## src/rtl/supsup_pkg.sv

```systemverilog
`timescale 1ns/1ps
package supsup_pkg;

  // strobes from control to datapath
  typedef struct packed {
    logic sampleStb;
    logic borOff;
    logic pvdOff;
  } dpStrobe_t;

  // monitor states from datapath to control
  typedef struct packed {
    logic porLow;
    logic borLow;
    logic pvdLow;
  } dpStatus_t;

  localparam int NUM_MON = 3;
  localparam int MON_POR = 0;
  localparam int MON_BOR = 1;
  localparam int MON_PVD = 2;

endpackage

```

## src/rtl/supsup_hyst_cell.sv

```systemverilog
`timescale 1ns/1ps
module supsup_hyst_cell #(
  parameter int MV_W     = 13,
  parameter int HYST_MV  = 100,
  parameter bit INIT_LOW = 1'b0
) (
  input  logic            clk,
  input  logic            rst_n,
  input  logic            sampleStb,
  input  logic            forceClr,
  input  logic [MV_W-1:0] fallMv,
  input  logic [MV_W-1:0] supplyMv,
  output logic            belowQ
);
  localparam int EXT_W = MV_W + 1;

  logic [EXT_W-1:0] riseMv;
  logic goLow, goHigh;

  assign riseMv = {1'b0, fallMv} + EXT_W'(HYST_MV);
  assign goLow  = supplyMv < fallMv;
  assign goHigh = {1'b0, supplyMv} >= riseMv;

  always_ff @(posedge clk or negedge rst_n) begin
    if (!rst_n)            belowQ <= INIT_LOW;
    else if (forceClr)     belowQ <= 1'b0;
    else if (sampleStb) begin
      if (goLow)           belowQ <= 1'b1;
      else if (goHigh)     belowQ <= 1'b0;
    end
  end

  // a sample inside the band keeps the state
  a_r7_band_hold: assert property (@(posedge clk) disable iff (!rst_n)
    (sampleStb && !forceClr && !goLow && !goHigh) |=> (belowQ == $past(belowQ)));

  // a sample under the falling threshold trips the monitor
  a_r1_trip_below: assert property (@(posedge clk) disable iff (!rst_n)
    (sampleStb && !forceClr && (supplyMv < fallMv)) |=> belowQ);
endmodule

```

## src/rtl/supsup_datapath.sv

```systemverilog
`timescale 1ns/1ps
module supsup_datapath
  import supsup_pkg::*;
#(
  parameter int MV_W      = 13,
  parameter int PDR_MV    = 1800,
  parameter int POR_HYST  = 40,
  parameter int BOR_L1_MV = 2200,
  parameter int BOR_L2_MV = 2500,
  parameter int BOR_L3_MV = 2800,
  parameter int BOR_HYST  = 100,
  parameter int PVD_HYST  = 100
) (
  input  logic            clk,
  input  logic            rst_n,
  input  logic [MV_W-1:0] supplyMv,
  input  logic [1:0]      borSel,
  input  logic [2:0]      pvdLevel,
  input  dpStrobe_t       strobe,
  output dpStatus_t       status
);
  localparam int HYST_TAB [NUM_MON] = '{POR_HYST, BOR_HYST, PVD_HYST};
  localparam bit INIT_TAB [NUM_MON] = '{1'b1, 1'b1, 1'b0};

  logic [MV_W-1:0] fallTab [NUM_MON];
  logic            clrTab  [NUM_MON];
  logic            lowTab  [NUM_MON];
  logic [MV_W-1:0] borFall, pvdFall;

  always_comb begin
    unique case (borSel)
      2'b01:   borFall = MV_W'(BOR_L1_MV);
      2'b10:   borFall = MV_W'(BOR_L2_MV);
      default: borFall = MV_W'(BOR_L3_MV);
    endcase
  end

  always_comb begin
    unique case (pvdLevel)
      3'd0: pvdFall = MV_W'(2000);
      3'd1: pvdFall = MV_W'(2100);
      3'd2: pvdFall = MV_W'(2300);
      3'd3: pvdFall = MV_W'(2500);
      3'd4: pvdFall = MV_W'(2600);
      3'd5: pvdFall = MV_W'(2700);
      3'd6: pvdFall = MV_W'(2800);
      default: pvdFall = MV_W'(2900);
    endcase
  end

  assign fallTab[MON_POR] = MV_W'(PDR_MV);
  assign fallTab[MON_BOR] = borFall;
  assign fallTab[MON_PVD] = pvdFall;
  assign clrTab[MON_POR]  = 1'b0;
  assign clrTab[MON_BOR]  = strobe.borOff;
  assign clrTab[MON_PVD]  = strobe.pvdOff;

  for (genvar i = 0; i < NUM_MON; i++) begin : g_mon
    supsup_hyst_cell #(
      .MV_W(MV_W), .HYST_MV(HYST_TAB[i]), .INIT_LOW(INIT_TAB[i])
    ) u_cell (
      .clk(clk), .rst_n(rst_n), .sampleStb(strobe.sampleStb),
      .forceClr(clrTab[i]), .fallMv(fallTab[i]), .supplyMv(supplyMv),
      .belowQ(lowTab[i])
    );
  end

  assign status.porLow = lowTab[MON_POR];
  assign status.borLow = lowTab[MON_BOR];
  assign status.pvdLow = lowTab[MON_PVD];

  // brownout state cleared once the monitor is off
  a_r5_bor_off_clear: assert property (@(posedge clk) disable iff (!rst_n)
    strobe.borOff |=> !status.borLow);

  // warning state cleared while disabled
  a_r8_pvd_off_clear: assert property (@(posedge clk) disable iff (!rst_n)
    strobe.pvdOff |=> !status.pvdLow);
endmodule

```

## src/rtl/supsup_control.sv

```systemverilog
`timescale 1ns/1ps
module supsup_control
  import supsup_pkg::*;
#(
  parameter int TEMPO_CYC = 16
) (
  input  logic       clk,
  input  logic       rst_n,
  input  logic       sampleValid,
  input  logic [1:0] borSel,
  input  logic       pvdEn,
  input  logic       irqRiseEn,
  input  logic       irqFallEn,
  input  dpStatus_t  status,
  output dpStrobe_t  strobe,
  output logic       rstOut,
  output logic       pvdOut,
  output logic       pvdIrq
);
  localparam int CNT_W = $clog2(TEMPO_CYC + 1);
  localparam logic [CNT_W-1:0] CNT_LAST = CNT_W'(TEMPO_CYC - 1);

  logic             holdReq;
  logic             pendQ;
  logic [CNT_W-1:0] cntQ;
  logic             pvdPrevQ;

  assign strobe.sampleStb = sampleValid;
  assign strobe.borOff    = (borSel == 2'b00);
  assign strobe.pvdOff    = !pvdEn;

  assign holdReq = status.porLow | status.borLow;
  assign rstOut  = holdReq | pendQ;
  assign pvdOut  = status.pvdLow;

  // release temporization
  always_ff @(posedge clk or negedge rst_n) begin
    if (!rst_n) begin
      pendQ <= 1'b1;
      cntQ  <= '0;
    end else if (holdReq) begin
      pendQ <= 1'b1;
      cntQ  <= '0;
    end else if (pendQ) begin
      if (cntQ == CNT_LAST) pendQ <= 1'b0;
      else                  cntQ  <= cntQ + 1'b1;
    end
  end

  // edge interrupt
  always_ff @(posedge clk or negedge rst_n) begin
    if (!rst_n) begin
      pvdPrevQ <= 1'b0;
      pvdIrq   <= 1'b0;
    end else begin
      pvdPrevQ <= status.pvdLow;
      pvdIrq   <= (status.pvdLow & ~pvdPrevQ & irqRiseEn) |
                  (~status.pvdLow & pvdPrevQ & irqFallEn);
    end
  end

  // release only after the full count with no request
  a_r3_full_delay: assert property (@(posedge clk) disable iff (!rst_n)
    $fell(pendQ) |-> ($past(cntQ) == CNT_LAST && !$past(holdReq)));

  // a request restarts the count
  a_r4_restart: assert property (@(posedge clk) disable iff (!rst_n)
    holdReq |=> (cntQ == '0));

  // a pulse only follows a change of the warning output
  a_r9_irq_on_change: assert property (@(posedge clk) disable iff (!rst_n)
    pvdIrq |-> (pvdPrevQ != $past(pvdPrevQ)));

  // pulse direction matches its enable
  a_r9_irq_enable: assert property (@(posedge clk) disable iff (!rst_n)
    pvdIrq |-> (pvdPrevQ ? $past(irqRiseEn) : $past(irqFallEn)));
endmodule

```

## src/rtl/supply_supervisor.sv

```systemverilog
`timescale 1ns/1ps
module supply_supervisor
  import supsup_pkg::*;
#(
  parameter int MV_W      = 13,
  parameter int TEMPO_CYC = 16,
  parameter int PDR_MV    = 1800,
  parameter int POR_HYST  = 40,
  parameter int BOR_L1_MV = 2200,
  parameter int BOR_L2_MV = 2500,
  parameter int BOR_L3_MV = 2800,
  parameter int BOR_HYST  = 100,
  parameter int PVD_HYST  = 100
) (
  input  logic            clk,
  input  logic            rst_n,
  input  logic            sampleValid,
  input  logic [MV_W-1:0] supplyMv,
  input  logic [1:0]      borSel,
  input  logic            pvdEn,
  input  logic [2:0]      pvdLevel,
  input  logic            irqRiseEn,
  input  logic            irqFallEn,
  output logic            rstOut,
  output logic            pvdOut,
  output logic            pvdIrq
);
  dpStrobe_t strobe;
  dpStatus_t status;

  supsup_datapath #(
    .MV_W(MV_W), .PDR_MV(PDR_MV), .POR_HYST(POR_HYST),
    .BOR_L1_MV(BOR_L1_MV), .BOR_L2_MV(BOR_L2_MV), .BOR_L3_MV(BOR_L3_MV),
    .BOR_HYST(BOR_HYST), .PVD_HYST(PVD_HYST)
  ) u_dp (
    .clk(clk), .rst_n(rst_n), .supplyMv(supplyMv), .borSel(borSel),
    .pvdLevel(pvdLevel), .strobe(strobe), .status(status)
  );

  supsup_control #(.TEMPO_CYC(TEMPO_CYC)) u_ctl (
    .clk(clk), .rst_n(rst_n), .sampleValid(sampleValid), .borSel(borSel),
    .pvdEn(pvdEn), .irqRiseEn(irqRiseEn), .irqFallEn(irqFallEn),
    .status(status), .strobe(strobe), .rstOut(rstOut), .pvdOut(pvdOut),
    .pvdIrq(pvdIrq)
  );
endmodule

```

## config.mk

```make
export PLATFORM = sky130hd
export DESIGN_NAME = supply_supervisor
export DESIGN_NICKNAME = d
export VERILOG_FILES = /design/src/rtl/supsup_pkg.sv /design/src/rtl/supsup_hyst_cell.sv /design/src/rtl/supsup_datapath.sv /design/src/rtl/supsup_control.sv /design/src/rtl/supply_supervisor.sv
export SDC_FILE = /design/constraint.sdc
export NUM_CORES = 1
export LEC_CHECK = 0
export ABC_AREA = 1
export BUFFER_PORTS_ARGS = -buffer_cell sky130_fd_sc_hd__buf_2
export CAP_MARGIN = 20
export CORE_MARGIN = 2
export CORE_UTILIZATION = 57
export CTS_CLUSTER_DIAMETER = 120
export DETAILED_ROUTE_END_ITERATION = 8
export PLACE_DENSITY = 0.83
export SLEW_MARGIN = 25
export SYNTH_ARGS = -nofsm -noshare
export SYNTH_HDL_FRONTEND = slang
export SYNTH_SLANG_ARGS = --single-unit
```

## constraint.sdc

```tcl
create_clock -name clk -period 1.9 [get_ports clk]
set_input_delay 0.38 -clock clk [delete_from_list [all_inputs] [get_ports clk]]
set_output_delay 0.38 -clock clk [all_outputs]
set_load 0.1 [all_outputs]
```

==> flow_metrics.py <==
metrics = {
    "worst_setup_path": {
        "crit_arrival_ns": 2.02,
        "crit_required_ns": 2.11,
        "path_max_fanout": 4,
        "crit_path_start_kind": "input pin",
        "critPathKind": "input pin to flop",
        "endpoint_kind": "flop",
        "r2r_cells": 10,
    },
    "floorplan": {
        "fp-row-count": 19,
        "core_mm2": 0.00273,
        "start_util_pct": 59.3,
        "io_pins": 27,
        "die_width_um": 57.3,
        "fp.dieH_um": 57.3,
        "die-area_mm2": 0.00329,
    },
    "detailed_routing": {
        "drtIter0Drc": 64,
        "via_count": 1678,
        "dr.pass1.iters": 4,
        "drtAntennaViolNets": 0,
        "route.detailed.drc": 0,
        "wirelength_um": 3730,
        "viasPerCell": 5.24,
        "routedWlPerCell_um": 11.6,
    },
    "timing": {
        "fin_ws_ns": 0.0879,
        "layout_min_cycle_time_ns": 1.81,
        "finalHoldWorstSlack_ns": 0.328,
        "setup_tns_ns": 0,
        "max_freq_mhz": 552,
        "fin_worst_skew_ns": 0.00232,
        "slew_viol_final": 0,
        "post-route-period-util_pct": 95.4,
        "hold_violations": 0,
        "setup_viol": 0,
    },
    "cells_and_area": {
        "multi_input_area_mm2": 0.00127,
        "fin_util_pct": 75.8,
        "final_cell_mix": "nand2_1 (52), inv_1 (38), ha_1 (37), nor2_1 (29), buf_2 (23)",
        "design_area_mm2": 0.00207,
        "nNetsFinal": 353,
        "nFillCells": 217,
        "antenna_cells": 0,
        "drive_gt1_share_pct": 27.0,
        "regArea_um2": 279,
        "syn_to_final_growth_pct": 27.9,
        "layout_commonest_cell": "nand2_1",
    },
    "power_and_ir_drop": {
        "peakVddDrop_mv": 0.686,
        "power_density_mw_per_mm2": 462,
        "leakage_uw": 0.00115,
    },
    "yosys": {
        "yosys_warnings": 0,
        "ys_ff_latch": 11,
        "avgSynthCellArea_um2": 6.73,
        "synthDistinctLibCells": 25,
        "synth_area_mm2": 0.00162,
        "syn_inst": 241,
        "synth_seq_area_share_pct": 17.2,
        "syn_nets": 304,
    },
    "outcome": {
        "status": "complete, no violations",
    },
    "global_route": {
        "grt-ovfl-total": 0,
        "grt_usage_pct": 23.8,
        "grt_first_pass_wirelength_um": 6330,
        "grt_max_degree": 12,
        "grt_antenna_before_repair": 0,
        "grt_pass1_vias": 1593,
    },
    "hold_path": {
        "min_path_cells": 3,
        "hp-class": "input pin to flop",
    },
    "cts": {
        "cts_tree": "done",
        "clock-root-buffer": "clkbuf_4",
        "h-tree-depth": 1,
        "insertion_delay_ns": 0.27,
        "cts_buffers": 3,
        "clk_pin_slew_ns": 0.07,
        "clock_sinks": 11,
        "cts_buffer_depth": 2,
    },
    "placed_design": {
        "hpwl_um": 2960,
        "io_buffers": 26,
        "pre_cts_ws_ns": -0.274,
        "place.gp.congestion": 0.863,
        "dpl_cell_area_mm2": 0.00190,
    },
    "run": {
        "drv_cap": 0,
    },
}
## stage by stage
stage,total power [µW],std cells
after floorplan,597,241
after global placement,721,312
after detailed placement,743,312
after CTS,908,317
after global routing,1040,320
final,958,320
## path summary, 6_finish.rpt
| check | slack [ns] | end | from |
|---|---|---|---|
| worst min register to register | 0.44 | u_ctl.pvdIrq | u_ctl.pvdPrevQ |
| worst max-delay path | 0.09 | u_dp.g_mon[2].u_cell.belowQ | pvdLevel[0] |
| min in group asynchronous | 0.49 | u_ctl.cntQ[3] | rst_n |
| max in group asynchronous | 1.15 | u_dp.g_mon[0].u_cell.belowQ | rst_n |
| worst max register to register | 0.17 | u_ctl.cntQ[3] | u_ctl.cntQ[0] |
| worst min-delay path | 0.33 | u_dp.g_mon[2].u_cell.belowQ | pvdEn |
## registers in the layout, indices dropped and copies added (netlist names)
| name | flops |
|---|---|
| u_ctl.cntQ | 5 |
| u_ctl.pendQ | 1 |
| u_ctl.pvdIrq | 1 |
| u_ctl.pvdPrevQ | 1 |
| u_dp.g_mon.u_cell.belowQ | 3 |
## per-layer routing
metal / routed length [µm] / up-vias / track usage (%)
met5: 0 / - / 0
met4: 16 / 0 / 2.99
met3: 118 / 2 / 3.40
met2: 1850 / 33 / 42.7
met1: 1740 / 772 / 31.0
li1: - / 871 / -
## cell usage after synthesis, drive strengths merged
cell | number | area, µm²
ha | 39 | 488
nand3 | 8 | 40.0
nand4 | 3 | 18.8
dfstp | 3 | 78.8
nand3b | 2 | 15.0
a21oi | 23 | 126
inv | 43 | 166
a21boi | 1 | 7.51
xnor2 | 1 | 8.76
dfrtp | 8 | 200
o211ai | 1 | 7.51
nor3 | 1 | 5.00
o21ai | 10 | 50.1
nor2 | 35 | 146
nor4 | 1 | 6.26
nand2 | 60 | 245
conb | 1 | 3.75
o21bai | 1 | 7.51
## worst max-delay path, cell delays in order
cell and delay [ns]:
buf_6 0.11, inv_6 0.07, nand2_8 0.06, a21oi_4 0.19
ha_4 0.18, xnor2_2 0.07, ha_1 0.30, nand2_2 0.07
inv_1 0.05, nand2_1 0.06, nand3_1 0.09, nand2_1 0.08
nand2_1 0.05, nand2_1 0.07, nand2_2 0.05, a21oi_2 0.13
## power by group
| group | switching, µW | total, µW | leakage, µW | internal (µW) |
|---|---|---|---|---|
| sequential | 26.6 | 299 | 0.000138 | 272 |
| clock | 85.0 | 167 | 0.0000150 | 81.5 |
| combinational | 289 | 492 | 0.000998 | 203 |
| total | 401 | 958 | 0.00115 | 557 |
## kinds of logic (layout without fill, tap and decap cells)
logic type,count (synthesis),count (layout),share of synthesized area [%]
simple gates,110,110,29.4
buf+inv,43,91,10.3
fa+ha+maj,39,39,30.1
compound gates,36,36,12.3
flops,11,11,17.2
other cells,1,1,0.231
xor+xnor,1,1,0.540
## cell type report
| class | instances | area share, % |
|---|---|---|
| Multi-Input combinational cell | 187 | 61.4 |
| Timing Repair Buffer | 44 | 13.6 |
| Sequential cell | 11 | 13.5 |
| Inverter | 43 | 8.39 |
| Tap cell | 31 | 1.87 |
| Clock buffer | 4 | 1.27 |
## timing repair
item,CTS,global route
gates resized for setup,0,34
setup buffers,0,3
hold buffers,1,0
hold endpoints to repair,8,0
setup endpoints to repair,0,2
No activity file was read; power rests on OpenSTA's default activity.
